File: config.mk
export PLATFORM = sky130hd
export DESIGN_NAME = serial_frame_port
export DESIGN_NICKNAME = d
export VERILOG_FILES = /design/src/rtl/sfp_pkg.sv /design/src/rtl/sfp_sync_edge.sv /design/src/rtl/sfp_bit_counter.sv /design/src/rtl/sfp_shift_core.sv /design/src/rtl/serial_frame_port.sv
export SDC_FILE = /design/constraint.sdc
export NUM_CORES = 1
export LEC_CHECK = 0
export BUFFER_PORTS_ARGS = -buffer_cell sky130_fd_sc_hd__buf_2
export CORE_ASPECT_RATIO = 1.75
export CORE_MARGIN = 1
export CORE_UTILIZATION = 39
export CTS_CLUSTER_SIZE = 14
export DETAILED_ROUTE_END_ITERATION = 10
export GPL_TIMING_DRIVEN = 0
export PLACE_DENSITY_LB_ADDON = 0.08
export REMOVE_ABC_BUFFERS = 1
export SKIP_CTS_REPAIR_TIMING = 1
export SLEW_MARGIN = 10
export SYNTH_ARGS = -nofsm -noshare
export SYNTH_HDL_FRONTEND = slang
export SYNTH_SLANG_ARGS = --single-unit
File: constraint.sdc
create_clock -name clk -period 2.3 [get_ports clk]
set_input_delay 0 -clock clk [delete_from_list [all_inputs] [get_ports clk]]
set_output_delay 0 -clock clk [all_outputs]
set_load 0.01 [all_outputs]
File: src/rtl/sfp_pkg.sv
package sfp_pkg;
  typedef struct packed {
    logic frame_start;
    logic frame_end;
    logic shift_in;
    logic shift_out;
  } sfp_evt_t;
endpackage

File: src/rtl/sfp_sync_edge.sv
module sfp_sync_edge
  import sfp_pkg::*;
#(
  parameter int unsigned STAGES = 2
) (
  input  logic     clk,
  input  logic     rst_n,
  input  logic     frame_n_pin,
  input  logic     sclk_pin,
  input  logic     sdi_pin,
  output sfp_evt_t evt,
  output logic     sdi_s,
  output logic     frame_n_s
);
  localparam logic [2:0] IDLE_VEC = 3'b100;

  logic [2:0] pin_vec;
  logic [2:0] stg_q [STAGES];
  logic [2:0] prev_q;
  logic [2:0] cur;

  assign pin_vec = {frame_n_pin, sclk_pin, sdi_pin};

  for (genvar g = 0; g < STAGES; g++) begin : g_stage
    if (g == 0) begin : g_first
      always_ff @(posedge clk or negedge rst_n) begin
        if (!rst_n) stg_q[g] <= IDLE_VEC;
        else        stg_q[g] <= pin_vec;
      end
    end else begin : g_next
      always_ff @(posedge clk or negedge rst_n) begin
        if (!rst_n) stg_q[g] <= IDLE_VEC;
        else        stg_q[g] <= stg_q[g-1];
      end
    end
  end

  assign cur = stg_q[STAGES-1];

  always_ff @(posedge clk or negedge rst_n) begin
    if (!rst_n) prev_q <= IDLE_VEC;
    else        prev_q <= cur;
  end

  always_comb begin
    evt.frame_start = prev_q[2] & ~cur[2];
    evt.frame_end   = ~prev_q[2] & cur[2];
    evt.shift_in    = prev_q[1] & ~cur[1] & ~cur[2];
    evt.shift_out   = ~prev_q[1] & cur[1] & ~cur[2];
  end

  assign sdi_s     = cur[0];
  assign frame_n_s = cur[2];

  // no serial edge is reported while the synchronised frame line is high
  a_r12_no_edge_idle: assert property (@(posedge clk) disable iff (!rst_n)
    frame_n_s |-> !(evt.shift_in || evt.shift_out));
endmodule

File: src/rtl/sfp_bit_counter.sv
module sfp_bit_counter #(
  parameter int unsigned WORD_W = 16
) (
  input  logic clk,
  input  logic rst_n,
  input  logic clr,
  input  logic step,
  output logic frame_ok
);
  localparam int unsigned CNT_W = (WORD_W > 1) ? $clog2(WORD_W) : 1;
  localparam logic [CNT_W-1:0] LAST = CNT_W'(WORD_W - 1);

  logic [CNT_W-1:0] cnt_q, cnt_d;
  logic             seen_q, seen_d;

  always_comb begin
    cnt_d  = cnt_q;
    seen_d = seen_q;
    if (clr) begin
      cnt_d  = '0;
      seen_d = 1'b0;
    end else if (step) begin
      if (cnt_q == LAST) begin
        cnt_d  = '0;
        seen_d = 1'b1;
      end else begin
        cnt_d = cnt_q + 1'b1;
      end
    end
  end

  always_ff @(posedge clk or negedge rst_n) begin
    if (!rst_n) begin
      cnt_q  <= '0;
      seen_q <= 1'b0;
    end else begin
      cnt_q  <= cnt_d;
      seen_q <= seen_d;
    end
  end

  assign frame_ok = seen_q & (cnt_q == '0);

  // the counter only moves on a serial falling edge or a frame start
  a_r3_count_hold: assert property (@(posedge clk) disable iff (!rst_n)
    (!clr && !step) |=> $stable(cnt_q));
  // a fresh frame never qualifies before a whole word is counted
  a_r4_clear_blocks: assert property (@(posedge clk) disable iff (!rst_n)
    clr |=> !frame_ok);
endmodule

File: src/rtl/sfp_shift_core.sv
module sfp_shift_core
  import sfp_pkg::*;
#(
  parameter int unsigned WORD_W = 16
) (
  input  logic              clk,
  input  logic              rst_n,
  input  sfp_evt_t          evt,
  input  logic              sdi_s,
  input  logic              rb_load,
  input  logic [WORD_W-1:0] rb_word,
  input  logic              hiz,
  output logic [WORD_W-1:0] word,
  output logic              pull_low
);
  logic [WORD_W-1:0] sreg_q, sreg_d;
  logic [WORD_W-1:0] rb_q, rb_d;
  logic              staged_q, staged_d;
  logic              act_q, act_d;
  logic              bit_q, bit_d;
  logic              pull_q, pull_d;
  logic [WORD_W-1:0] start_word;

  assign start_word = staged_q ? rb_q : sreg_q;

  always_comb begin
    sreg_d   = sreg_q;
    rb_d     = rb_q;
    staged_d = staged_q;
    act_d    = act_q;
    bit_d    = bit_q;
    if (evt.frame_start) begin
      sreg_d   = start_word;
      staged_d = 1'b0;
      act_d    = 1'b1;
      bit_d    = start_word[WORD_W-1];
    end else begin
      if (evt.shift_in)  sreg_d = {sreg_q[WORD_W-2:0], sdi_s};
      if (evt.shift_out) bit_d  = sreg_q[WORD_W-1];
      if (evt.frame_end) act_d  = 1'b0;
    end
    if (rb_load) begin
      rb_d     = rb_word;
      staged_d = 1'b1;
    end
    pull_d = act_q & ~hiz & ~bit_q;
  end

  always_ff @(posedge clk or negedge rst_n) begin
    if (!rst_n) begin
      sreg_q   <= '0;
      rb_q     <= '0;
      staged_q <= 1'b0;
      act_q    <= 1'b0;
      bit_q    <= 1'b1;
      pull_q   <= 1'b0;
    end else begin
      sreg_q   <= sreg_d;
      rb_q     <= rb_d;
      staged_q <= staged_d;
      act_q    <= act_d;
      bit_q    <= bit_d;
      pull_q   <= pull_d;
    end
  end

  assign word     = sreg_q;
  assign pull_low = pull_q;

  // register content only moves on a serial falling edge or a frame start
  a_r12_reg_hold: assert property (@(posedge clk) disable iff (!rst_n)
    (!evt.shift_in && !evt.frame_start) |=> $stable(sreg_q));
  // high-impedance request releases the output on the next cycle
  a_r9_hiz_release: assert property (@(posedge clk) disable iff (!rst_n)
    hiz |=> !pull_q);
  // outside a frame the output is released
  a_r8_idle_release: assert property (@(posedge clk) disable iff (!rst_n)
    !act_q |=> !pull_q);
  // a staged word is consumed by the next frame start
  a_r7_stage_used: assert property (@(posedge clk) disable iff (!rst_n)
    (evt.frame_start && !rb_load) |=> !staged_q);
endmodule

File: src/rtl/serial_frame_port.sv
module serial_frame_port
  import sfp_pkg::*;
#(
  parameter int unsigned WORD_W      = 16,
  parameter int unsigned SYNC_STAGES = 2
) (
  input  logic              clk,
  input  logic              rst_n,
  input  logic              frame_n_i,
  input  logic              sclk_i,
  input  logic              sdi_i,
  input  logic              busy_i,
  input  logic              rb_load_i,
  input  logic [WORD_W-1:0] rb_word_i,
  input  logic              sdo_hiz_i,
  output logic              sdo_pull_low_o,
  output logic              cmd_valid_o,
  output logic [WORD_W-1:0] cmd_word_o
);
  sfp_evt_t          evt;
  logic              sdi_s;
  logic              frame_n_s;
  logic              frame_ok;
  logic [WORD_W-1:0] shreg;
  logic              valid_q, valid_d;
  logic [WORD_W-1:0] word_q, word_d;

  sfp_sync_edge #(.STAGES(SYNC_STAGES)) u_sync (
    .clk(clk), .rst_n(rst_n),
    .frame_n_pin(frame_n_i), .sclk_pin(sclk_i), .sdi_pin(sdi_i),
    .evt(evt), .sdi_s(sdi_s), .frame_n_s(frame_n_s)
  );

  sfp_bit_counter #(.WORD_W(WORD_W)) u_cnt (
    .clk(clk), .rst_n(rst_n),
    .clr(evt.frame_start), .step(evt.shift_in),
    .frame_ok(frame_ok)
  );

  sfp_shift_core #(.WORD_W(WORD_W)) u_core (
    .clk(clk), .rst_n(rst_n), .evt(evt), .sdi_s(sdi_s),
    .rb_load(rb_load_i), .rb_word(rb_word_i), .hiz(sdo_hiz_i),
    .word(shreg), .pull_low(sdo_pull_low_o)
  );

  always_comb begin
    valid_d = evt.frame_end & frame_ok & ~busy_i;
    word_d  = valid_d ? shreg : word_q;
  end

  always_ff @(posedge clk or negedge rst_n) begin
    if (!rst_n) begin
      valid_q <= 1'b0;
      word_q  <= '0;
    end else begin
      valid_q <= valid_d;
      word_q  <= word_d;
    end
  end

  assign cmd_valid_o = valid_q;
  assign cmd_word_o  = word_q;

  // the strobe is a single-cycle pulse
  a_r2_one_cycle: assert property (@(posedge clk) disable iff (!rst_n)
    cmd_valid_o |=> !cmd_valid_o);
  // busy blocks the strobe
  a_r10_busy_block: assert property (@(posedge clk) disable iff (!rst_n)
    busy_i |=> !cmd_valid_o);
  // a strobe follows only a whole-word count
  a_r3_whole_words: assert property (@(posedge clk) disable iff (!rst_n)
    cmd_valid_o |-> $past(frame_ok));
  // a strobe is issued only once the frame line is back high
  a_r1_after_end: assert property (@(posedge clk) disable iff (!rst_n)
    cmd_valid_o |-> frame_n_s);
endmodule

* Yosys cells after proc, flatten, opt, wreduce, memory -nomap -nowiden *
Cells that the tools add are included.

word-level totals
  register bits = 67
  latch bits = 0
  RAM bits = 0
  bits in read-only memories = 0
  output and inout bits = 18
  word-level logic and storage cells = 58
  memories kept = 0

operators by class
  add/sub/neg operators = 1
  $mul = 0
  divide/modulo/power cells = 0
  $lt $le $gt $ge = 0
  eq/ne operators = 2
  shift operators = 0
  muxes and demuxes = 15
  bitwise gates (word level) = 18
  reductions and logical operators = 8

operators by type and width
  kind                                                              count
  16-bit 2-to-1 mux                                                 3
  4-bit 2-to-1 mux                                                  3
  1-bit AND                                                         11
  2-bit nonzero test                                                5
  1-bit 2-to-1 mux                                                  9
  1-bit inverter                                                    7
  4-bit by 1-bit adder with 4-bit output (second input constant)    1
  4-bit equality test (second input constant)                       1
  4-bit zero test                                                   1
  2-bit AND reduction                                               2
  2-bit by 1-bit != test with 1-bit output (second input constant)  1

* Logic depth before layout (Yosys ltp) *
Gate-level depths: netlist of run 1.

  depth in word-level cells = 5
  gate-level depth with buffers = 7

* Hierarchy *
A second synthesis of run 1 with hierarchy kept.

unflattened totals
  cell total of the unflattened synthesis = 189
  area, all modules = 2904.0 µm²

modules (own cells, without submodules)
  module             times used  cells an instance  area each (µm²)  seq. area each (µm²)
  sfp_shift_core     1           116                1750.4           902.1
  serial_frame_port  1           36                 674.4            425.4
  sfp_bit_counter    1           25                 247.7            125.1
  sfp_sync_edge      1           12                 231.5            203.9

* Worst setup path before layout of run 1 *
Ideal clock, no wire load.

  path type = flip-flop to flip-flop
  start point = register u_sync.stg_q, in the netlist u_sync.cur[2]
  end point = register word_q[12] (netlist: cmd_word_o[12])
  library setup time = 0.127 ns
  arrival time = 1.667 ns
  data required time = 2.173 ns
  setup slack = 0.505 ns
  cell stages (with the launch flop) = 7
  path buffers = 2
  period minus slack after synthesis = 1.795 ns
  path through = dfstp_2 > ha_1 > nand4b_1 > or3_1 > buf_2 > buf_6 > mux2_1

between the ends
  longest elaborated chain between the ends = 3

ends and longest elaborated chain
  what                               RTL line                 RTL
  from (decl)                        sfp_sync_edge.sv:18      logic [2:0] stg_q [STAGES];
  from (signal, indexed assignment)  sfp_sync_edge.sv:33      else stg_q[g] <= stg_q[g-1];
  1-bit AND                          sfp_sync_edge.sv:47      evt.frame_end = ~prev_q[2] & cur[2];
  1-bit AND (2 in series)            serial_frame_port.sv:47  valid_d = evt.frame_end & frame_ok & ~busy_i;
  to (signal assigned)               serial_frame_port.sv:57  word_q <= word_d;
  to (decl)                          serial_frame_port.sv:26  logic [WORD_W-1:0] word_q, word_d;

No other way between the ends.
A chain may end at the register's enable or synchronous reset.

* Final worst setup path of run 1 *
  start point = register u_sync.stg_q, in the netlist u_sync.cur[2]
  end point = register word_q[14] (netlist: cmd_word_o[14])

Same word-level chain as after synthesis.

==> results of run 1 <==
[synthesized netlist by cell type, drive strengths merged (2+ instances only)]
library cell and count:
mux2 32, a31oi 15, inv 7, or3 3
dfstp 4, clkbuf 8, buf 7, nor2 2
nand2 35, dfrtp 62, a21oi 3, ha 4
nor2b 14, a211oi 14, nor3b 3, o21ai 2
nand3 7
[power groups by stage]
stage	combinational, mW	clock, mW	sequential, mW
2_1_floorplan	0.155	0	1.35
3_3_place_gp	0.224	0	1.38
4_1_cts	0.237	1.28	1.37
3_5_place_dp	0.237	0	1.38
6_report	0.264	1.24	1.36
5_1_grt	0.303	1.34	1.38
[worst max-delay path: stages (launching register included)]
cell	delay (ns)
dfstp_2	0.60
ha_1	0.17
nand4b_1	0.10
or3_1	0.71
mux2_1	0.46
[metrics by stage]
| stage | std cells | power, mW | setup WS, ns | hold slack [ns] |
|---|---|---|---|---|
| finish | 383 | 2.87 | 0.131 | 0.0454 |
| floorplan | 217 | 1.51 | 0.482 | -0.296 |
| CTS | 359 | 2.88 | 0.0949 | -0.508 |
| global placement | 342 | 1.61 | 0.118 | 0.106 |
| detailed placement | 343 | 1.62 | 0.0999 | -0.155 |
| global route | 383 | 3.02 | 0.0332 | 0.0516 |
[registers in the layout, indices dropped and copies added (netlist names), 2 cells and up]
register,flops
u_sync.cur,3
u_core.word,16
u_sync.stg_q,3
u_cnt.cnt_q,4
cmd_word_o,16
u_core.rb_q,16
u_sync.prev_q,2
[cells by family (layout without fill, tap and decap cells)]
| kind of cell | after synthesis | count (layout) |
|---|---|---|
| compound gates | 40 | 40 |
| fa+ha+maj | 4 | 4 |
| buf+inv | 22 | 89 |
| flops | 66 | 66 |
| mux | 33 | 33 |
| simple gates | 67 | 67 |
[per-layer routing]
metal | up-vias | share of wire | global-route usage
li1 | 938 | - | -
met1 | 948 | 0.45 | 0.207
met2 | 35 | 0.51 | 0.266
met3 | 7 | 0.028 | 0.0550
met4 | 0 | 0.016 | 0.0913
met5 | - | 0 | 0
[final timing paths]
path | start | endpoint | slack, ns | cells after the start
setup reg to reg | u_sync.cur[2] | cmd_word_o[14] | 0.13 | 4
setup / recovery | u_sync.cur[2] | cmd_word_o[14] | 0.13 | 4
hold / removal | rst_n | cmd_word_o[11] | 0.05 | 2
hold reg to reg | u_sync.stg_q[4] | u_sync.cur[1] | 0.34 | 0
min in group clk | rb_load_i | u_core.staged_q | 0.19 | 2
max in group asynchronous | rst_n | u_sync.stg_q[5] | 1.70 | 3
[final cells by class]
class | count | area, µm² | area share
multi-input combinational | 144 | 1030 | 0.289
inverter | 7 | 30.0 | 0.00844
clock buffer | 16 | 272 | 0.0763
timing repair buffer | 65 | 460 | 0.129
sequential | 66 | 1660 | 0.465
tap | 84 | 105 | 0.0295
timing repair inverter | 1 | 7.51 | 0.00211
==> metrics, run 1 <==
EDFF count, synth 0; Synth Area in Compound Gates 0.0978; PortBufs 41; Finished Core Util 0.519; DRC viols 0; Post-Synth Adder-Cell Area 0.0180; RSZ-0062 raised after global routing no; VDD IR-drop max around 420 µV; critical path peak fanout 17; Antenna Nets Post-Route 0; Layout area overhead 28.3%; P_int approximately 2.2 mW; slew margin rel. 0.260; DP Area 0.00305 mm²; Slew Viols, Final 0; clock root buffer clkbuf_16; ys flop type dfrtp_1; syn avg cell area about 12 µm²; CTS tree done; P_sw roughly 660 µW; most common cell after layout, fill and taps aside dfrtp_1; critical path required time between 2 and 3 ns; die height approximately 110 µm; GRT Total Usage 0.171; global route overflow 0; post-synth top area share 0.559; startpoint types register; clock buffer depth 2; top post-synthesis cells by area dfrtp_1 (56%), mux2_2 (12%), nand2_1 (4.7%); Post-Synthesis Cell Area 0.00278 mm²; post-synth top area cell dfrtp_1; hold crit path type in2async; DRT Pass-1 Iters 4; pwr dens 805 mW/mm²; antenna fix cells 0; Seq pwr share 0.476; Simple-Gate Fraction of Synth Area 0.119; largest net degree at the start of global routing 59; setup TNS 0 ns; commonest non-fill, non-tap cells in the layout dfrtp_1 (62), buf_2 (40), nand2_1 (35); Starting Density 0.405; Max-cap violations 0; first-pass GRT wire length between 9 and 10 mm; share of cells above drive strength 1 0.304; post-synthesis mux area share 0.133; # fillers roughly 600; Reg clk slew, reported paths around 0.050 ns; status finished, final reports clean; hpwl dp 3.30 mm; Worst Max-Slew Pin Slew approximately 1.1 ns; core area roughly 0.0069 mm²; Final Cycle Share 0.943; Worst Path Arrival roughly 2.4 ns; Yosys cell types 31; Sw Ratio 0.231; Worst setup EP type register; routed wire length between 5 and 6 mm; vias in the first global route ~1900; combinational share of power 0.092; H-tree Lvls 3; io pins between 40 and 50; XOR/XNOR Fraction of Synth Area 0; Initial DRC Count between 90 and 100; minimum clock period 2.17 ns; Mapped Cells approximately 230; Sink Count 66; register area share after synthesis 0.597; largest family of logic cells by synthesized area multiplexers; Async SR Flop Fraction 1.00; Die X-Extent 65.8 µm; Peak Freq 0.461 GHz; #FFs+latches synth 66; initial antenna violation count 0; Leakage between 1.5 and 2 nW; Clock Power Share 0.432; # setup viols final 0; number of cell rows 40; DR vias 1928; Final nets around 320; fin area approximately 0.0036 mm²; vias per cell between 5 and 6; final hold vios 0; Routability Congestion 0.673; detailed-route wire length per cell between 15 and 20 µm; YS warnings 0; die area around 0.0075 mm²; Worst Setup Path Type reg2reg; worst skew pair latency ~0.32 ns; Max Clock Skew around 0.006 ns; Num CTS Buffers 9
(Power assumes the default switching activity.)
==> inputs of run 2 (changes only) <==
--- a/config.mk
+++ b/config.mk
@@ -11,7 +11,6 @@
 export CORE_UTILIZATION = 39
 export CTS_CLUSTER_SIZE = 14
 export DETAILED_ROUTE_END_ITERATION = 10
-export GPL_TIMING_DRIVEN = 0
 export PLACE_DENSITY_LB_ADDON = 0.08
 export REMOVE_ABC_BUFFERS = 1
 export SKIP_CTS_REPAIR_TIMING = 1
==> run 2 against run 1 <==
  * Cell area increased by 1.7%
  * Largest power group is now the clock network
  * Sequential power is essentially flat
  * Sequential share of layout area shrank 0.77 points
  * Core utilization increased by 0.88 points
  * Register-to-register slack better by 0.38 ns
==> metrics, run 2 (synthesis gave the netlist of run 1 again) <==
status finished, final reports clean; Worst Max-Slew Pin Slew 0.676 ns; H-tree Lvls 3; Max Clock Skew around 0.0049 ns; DRC viols 0; detailed-route wire length per cell approximately 15 µm; critical path required time between 2 and 3 ns; io pins 42; Antenna Nets Post-Route 0; crit-path cells ha_1 -> nand4b_1 -> or3_1 -> buf_4 -> mux2_1; Sink Count between 60 and 70; hpwl dp between 3 and 4 mm; PortBufs just over 40; commonest non-fill, non-tap cells in the layout dfrtp_1 (62), buf_2 (41), nand2_1 (35); setup TNS 0 ns; fin cells 386; share of cells above drive strength 1 0.325; Layout area overhead 30.4%; clock root buffer clkbuf_16; die area 0.00747 mm²; met3 WL post-DR around 180 µm; most common cell after layout, fill and taps aside dfrtp_1; Final nets ~330; routed wire length about 5.7 mm; Max-cap violations 0; pwr dens ~860 mW/mm²; Slew Viols, Final 0; Num CTS Buffers 9; initial antenna violation count 0; vias per cell just over 5; Worst Path Arrival a little under 2 ns; DR vias ~2000; setup slack, reg-to-reg about 0.51 ns; Peak Freq 0.560 GHz; Placed Cells between 300 and 400; Starting Density 0.405; Worst setup EP type register; worst skew pair latency 0.32 ns; Die X-Extent 65.8 µm; first-pass GRT wire length just over 9 mm; CTS tree done; CP max stage delay ~0.57 ns; Initial DRC Count 72; largest net degree at the start of global routing 39; total power roughly 3.1 mW; slew margin rel. 0.550; Final Cycle Share 0.777; antenna fix cells 0; Leakage approximately 1.7 nW; final hold vios 0; # fillers a little under 600; # setup viols final 0; critical path peak fanout 17; Crit-path slowest cell dfstp_2; M1 WL 2.55 mm; VDD IR-drop max 574 µV; global route overflow 0; WL met2 approximately 2.9 mm; DRT Pass-1 Iters 4; Reg clk slew, reported paths roughly 0.05 ns; clock buffer depth 2; minimum clock period between 1.5 and 2 ns; core area between 0.006 and 0.007 mm²; top sig layer met4; number of cell rows 40; Routability Congestion a little under 0.7; RSZ-0062 raised after global routing no; GRT Total Usage 0.164; hold crit path type in2reg; Finished Core Util 0.528; startpoint types register; die height roughly 110 µm; vias in the first global route roughly 1900; Worst Setup Path Type reg2reg
[run 2: changes by cell type in the layout (fill, tap and decap cells not counted), moves of 2 or more]
cell and delta:
buf_4 +3, bufinv_16 +2, clkbuf_1 -5, clkinv_4 +2
[run 2: path summary, 6_finish.rpt]
check,startpoint,endpoint,cells past startpoint
hold reg to reg,u_sync.stg_q[3],u_sync.cur[0],0
setup reg to reg,u_sync.cur[2],cmd_word_o[13],5
max in group asynchronous,rst_n,u_sync.cur[2],3
setup / recovery,u_sync.cur[2],cmd_word_o[13],5
hold / removal,rb_load_i,u_core.staged_q,2
min in group asynchronous,rst_n,cmd_word_o[8],2
[run 2: power by group]
group / leakage [nW] / switching [mW] / internal (mW)
Clock: 0.159 / 0.496 / 0.979
Combinational: 0.737 / 0.122 / 0.145
Sequential: 0.811 / 0.0884 / 1.27
[run 2: worst max-delay path, delay by kind of cell (launching register included)]
kind / cells / cell delay, ns
adder cells (fa/ha/maj): 1 / 0.15
AND/OR/NAND/NOR: 2 / 0.38
flip-flops: 1 / 0.57
buffers and inverters: 1 / 0.22
multiplexers: 1 / 0.33
[run 2: metrics by stage]
stage | setup slack [ns] | hold WS, ns | instance area (µm²)
after floorplan | 0.482 | -0.296 | 2710
after global placement | 0.524 | 0.0844 | 3080
after detailed placement | 0.505 | 0.0752 | 3080
after CTS | 0.496 | -0.273 | 3410
after global routing | 0.452 | 0.195 | 3620
final | 0.513 | 0.166 | 3620
[run 2: final cells by class]
cell class / count / area (µm²) / share of cell area
clock inverter: 6 / 90.1 / 0.0249
inverter: 7 / 26.3 / 0.00726
timing repair buffer: 69 / 480 / 0.133
multi-input combinational: 144 / 1020 / 0.282
tap: 84 / 105 / 0.0290
clock buffer: 10 / 239 / 0.0660
sequential: 66 / 1660 / 0.458
[run 2: per-layer routing]
| layer | GRT usage | up-vias |
|---|---|---|
| li1 | - | 948 |
| met1 | 0.203 | 972 |
| met2 | 0.260 | 35 |
| met3 | 0.0540 | 8 |
| met4 | 0.0652 | 0 |
| met5 | 0 | - |
==> inputs of run 3 (changes only) <==
==> constraint.sdc (replaced) <==
create_clock -name clk -period 1.6 [get_ports clk]
set_input_delay 0 -clock clk [delete_from_list [all_inputs] [get_ports clk]]
set_output_delay 0 -clock clk [all_outputs]
set_load 0.01 [all_outputs]
==> run 3 against run 2 <==
  * The run now ends with setup timing left
  * Core utilization grew 0.84 points
  * First-iteration DRC count up 5.6%
  * Die area did not move
  * Clock power increased by 15%
  * Sequential cell count stayed put
  * Non-clock buffer count rose by 8
  * Global-route usage up 1.2 points
  * Setup slack lost 0.61 ns
  * Fmax is 5.3% higher
  * Register-to-register slack worse by 0.61 ns
  * Cell area rose by 1.6%
  * Critical path type unchanged
  * Largest cell class unchanged
  * Highest routed layer unchanged
==> metrics, run 3 (synthesis gave the netlist of run 1 again) <==
pwr dens 1110 mW/mm²; first-pass GRT wire length ~9.5 mm; hold depth 2; combinational share of power 0.106; Starting Density 0.405; Worst setup EP type register; Max Clock Skew between 0.006 and 0.007 ns; P_int about 3.1 mW; global route overflow 0; share of cells above drive strength 1 0.339; die area ~0.0075 mm²; Routability Congestion ~0.73; antenna fix cells 0; DP Area around 0.0032 mm²; clock root buffer clkbuf_16; FF-to-FF path depth 5; setup slack, reg-to-reg -0.1 ns; vias in the first global route between 1500 and 2000; Crit-path slowest cell dfstp_2; Worst Max-Slew Pin Slew roughly 0.43 ns; Initial DRC Count 76; worst skew pair latency approximately 0.33 ns; CTS tree done; Max-cap violations 0; RSZ-0062 raised after global routing yes; slew margin rel. 0.712; Finished Core Util 0.536; Antenna Nets Post-Route 0; hold path endpoint u_core.staged_q; Worst Path Buf+Inv 1; status finished with violations; Sw Ratio 0.234; Top delay family on crit path flip-flops; io pins 42; Hold Path Origin rb_load_i; critical path required time approximately 1.8 ns; Peak Freq around 0.59 GHz; Num CTS Buffers 9; startpoint types register; GRT Total Usage 0.176; minimum clock period 1.70 ns; number of cell rows 40; DR vias 2022; Die X-Extent 65.8 µm; R2R Path End cmd_word_o[12]; fin area around 0.0037 mm²; Worst Setup Path Type reg2reg; Final nets roughly 330; Clock Power Share 0.416; CP max stage delay roughly 0.52 ns; clock buffer depth 2; die height approximately 110 µm; H-tree Lvls 3; most common cell after layout, fill and taps aside dfrtp_1; Leakage about 1.7 nW; Sink Count between 60 and 70; Seq pwr share 0.478; VDD IR-drop max between 800 and 900 µV; routed wire length approximately 6 mm; initial antenna violation count 0; Setup WS pre-CTS -0.110 ns; post-route setup slack -0.0973 ns; DRC viols 0; critical path peak fanout 17; final hold vios 0; # setup viols final 16; crit-path cells ha_1 -> nand4b_1 -> or3_4 -> buf_12 -> mux2_1; hold crit path type in2reg; largest net degree at the start of global routing between 60 and 70; P_sw 953 µW; core area a little under 0.007 mm²; hpwl dp about 3.7 mm; DRT Pass-1 Iters 4; Layout area overhead 32.5%; detailed-route wire length per cell 15.2 µm; PortBufs 41; Final Cycle Share 1.06; vias per cell just over 5; worst r2r src u_sync.cur[2]; Slew Viols, Final 0; commonest non-fill, non-tap cells in the layout dfrtp_1 (62), buf_2 (41), nand2_1 (35); failing checks setup timing; Reg clk slew, reported paths roughly 0.050 ns; Worst Path Arrival 1.91 ns
[run 3: changes by cell type in the layout (fill, tap and decap cells not counted), sizes merged]
cell,delta
buf,+7
clkinv,-3
bufinv,-2
clkinvlp,-1
clkbuf,+7
[run 3: final cells by class]
class,count,area (µm²)
fill,587,3180
sequential,66,1660
multi-input combinational,144,1040
timing repair buffer,77,596
clock buffer,16,251
tap,84,105
inverter,7,28.8
[run 3: layer usage]
layer | GRT usage | routed length, µm | share of wire | up-vias
met5 | 0 | 0 | 0 | -
met2 | 0.280 | 3090 | 0.52 | 38
met1 | 0.213 | 2580 | 0.43 | 1016
met3 | 0.0370 | 151 | 0.025 | 10
li1 | - | - | - | 958
met4 | 0.113 | 153 | 0.026 | 0
[run 3: how the worst max path moves through the flow]
stage                             start        endpoint  slack [ns]  cells after the start
after global routing      u_sync.cur[2]  cmd_word_o[12]       -0.13                      5
after CTS                 u_sync.cur[2]  cmd_word_o[14]       -0.12                      5
final                     u_sync.cur[2]  cmd_word_o[12]        -0.1                      5
after detailed placement  u_sync.cur[2]  cmd_word_o[12]       -0.11                      5
after global placement    u_sync.cur[2]  cmd_word_o[12]       -0.09                      5
after floorplan           u_sync.cur[2]  cmd_word_o[12]       -0.22                      4
[run 3: metrics by stage]
step	setup TNS [ns]	hold slack (ns)	power, mW	std cells
finish	-1.06	0.171	4.07	394
global route	-1.62	0.199	4.27	394
CTS	-1.44	-0.307	4.09	372
detailed placement	-1.26	0.0484	2.36	356
global placement	-0.922	0.0545	2.35	356
floorplan	-5.20	-0.296	2.17	217
[run 3: power groups by stage]
stage	Sequential [mW]	Clock [mW]	Combinational [mW]
after floorplan	1.94	0	0.223
final	1.95	1.69	0.430
after detailed placement	1.97	0	0.386
after global routing	1.97	1.81	0.490
after global placement	1.97	0	0.379
after CTS	1.95	1.75	0.389
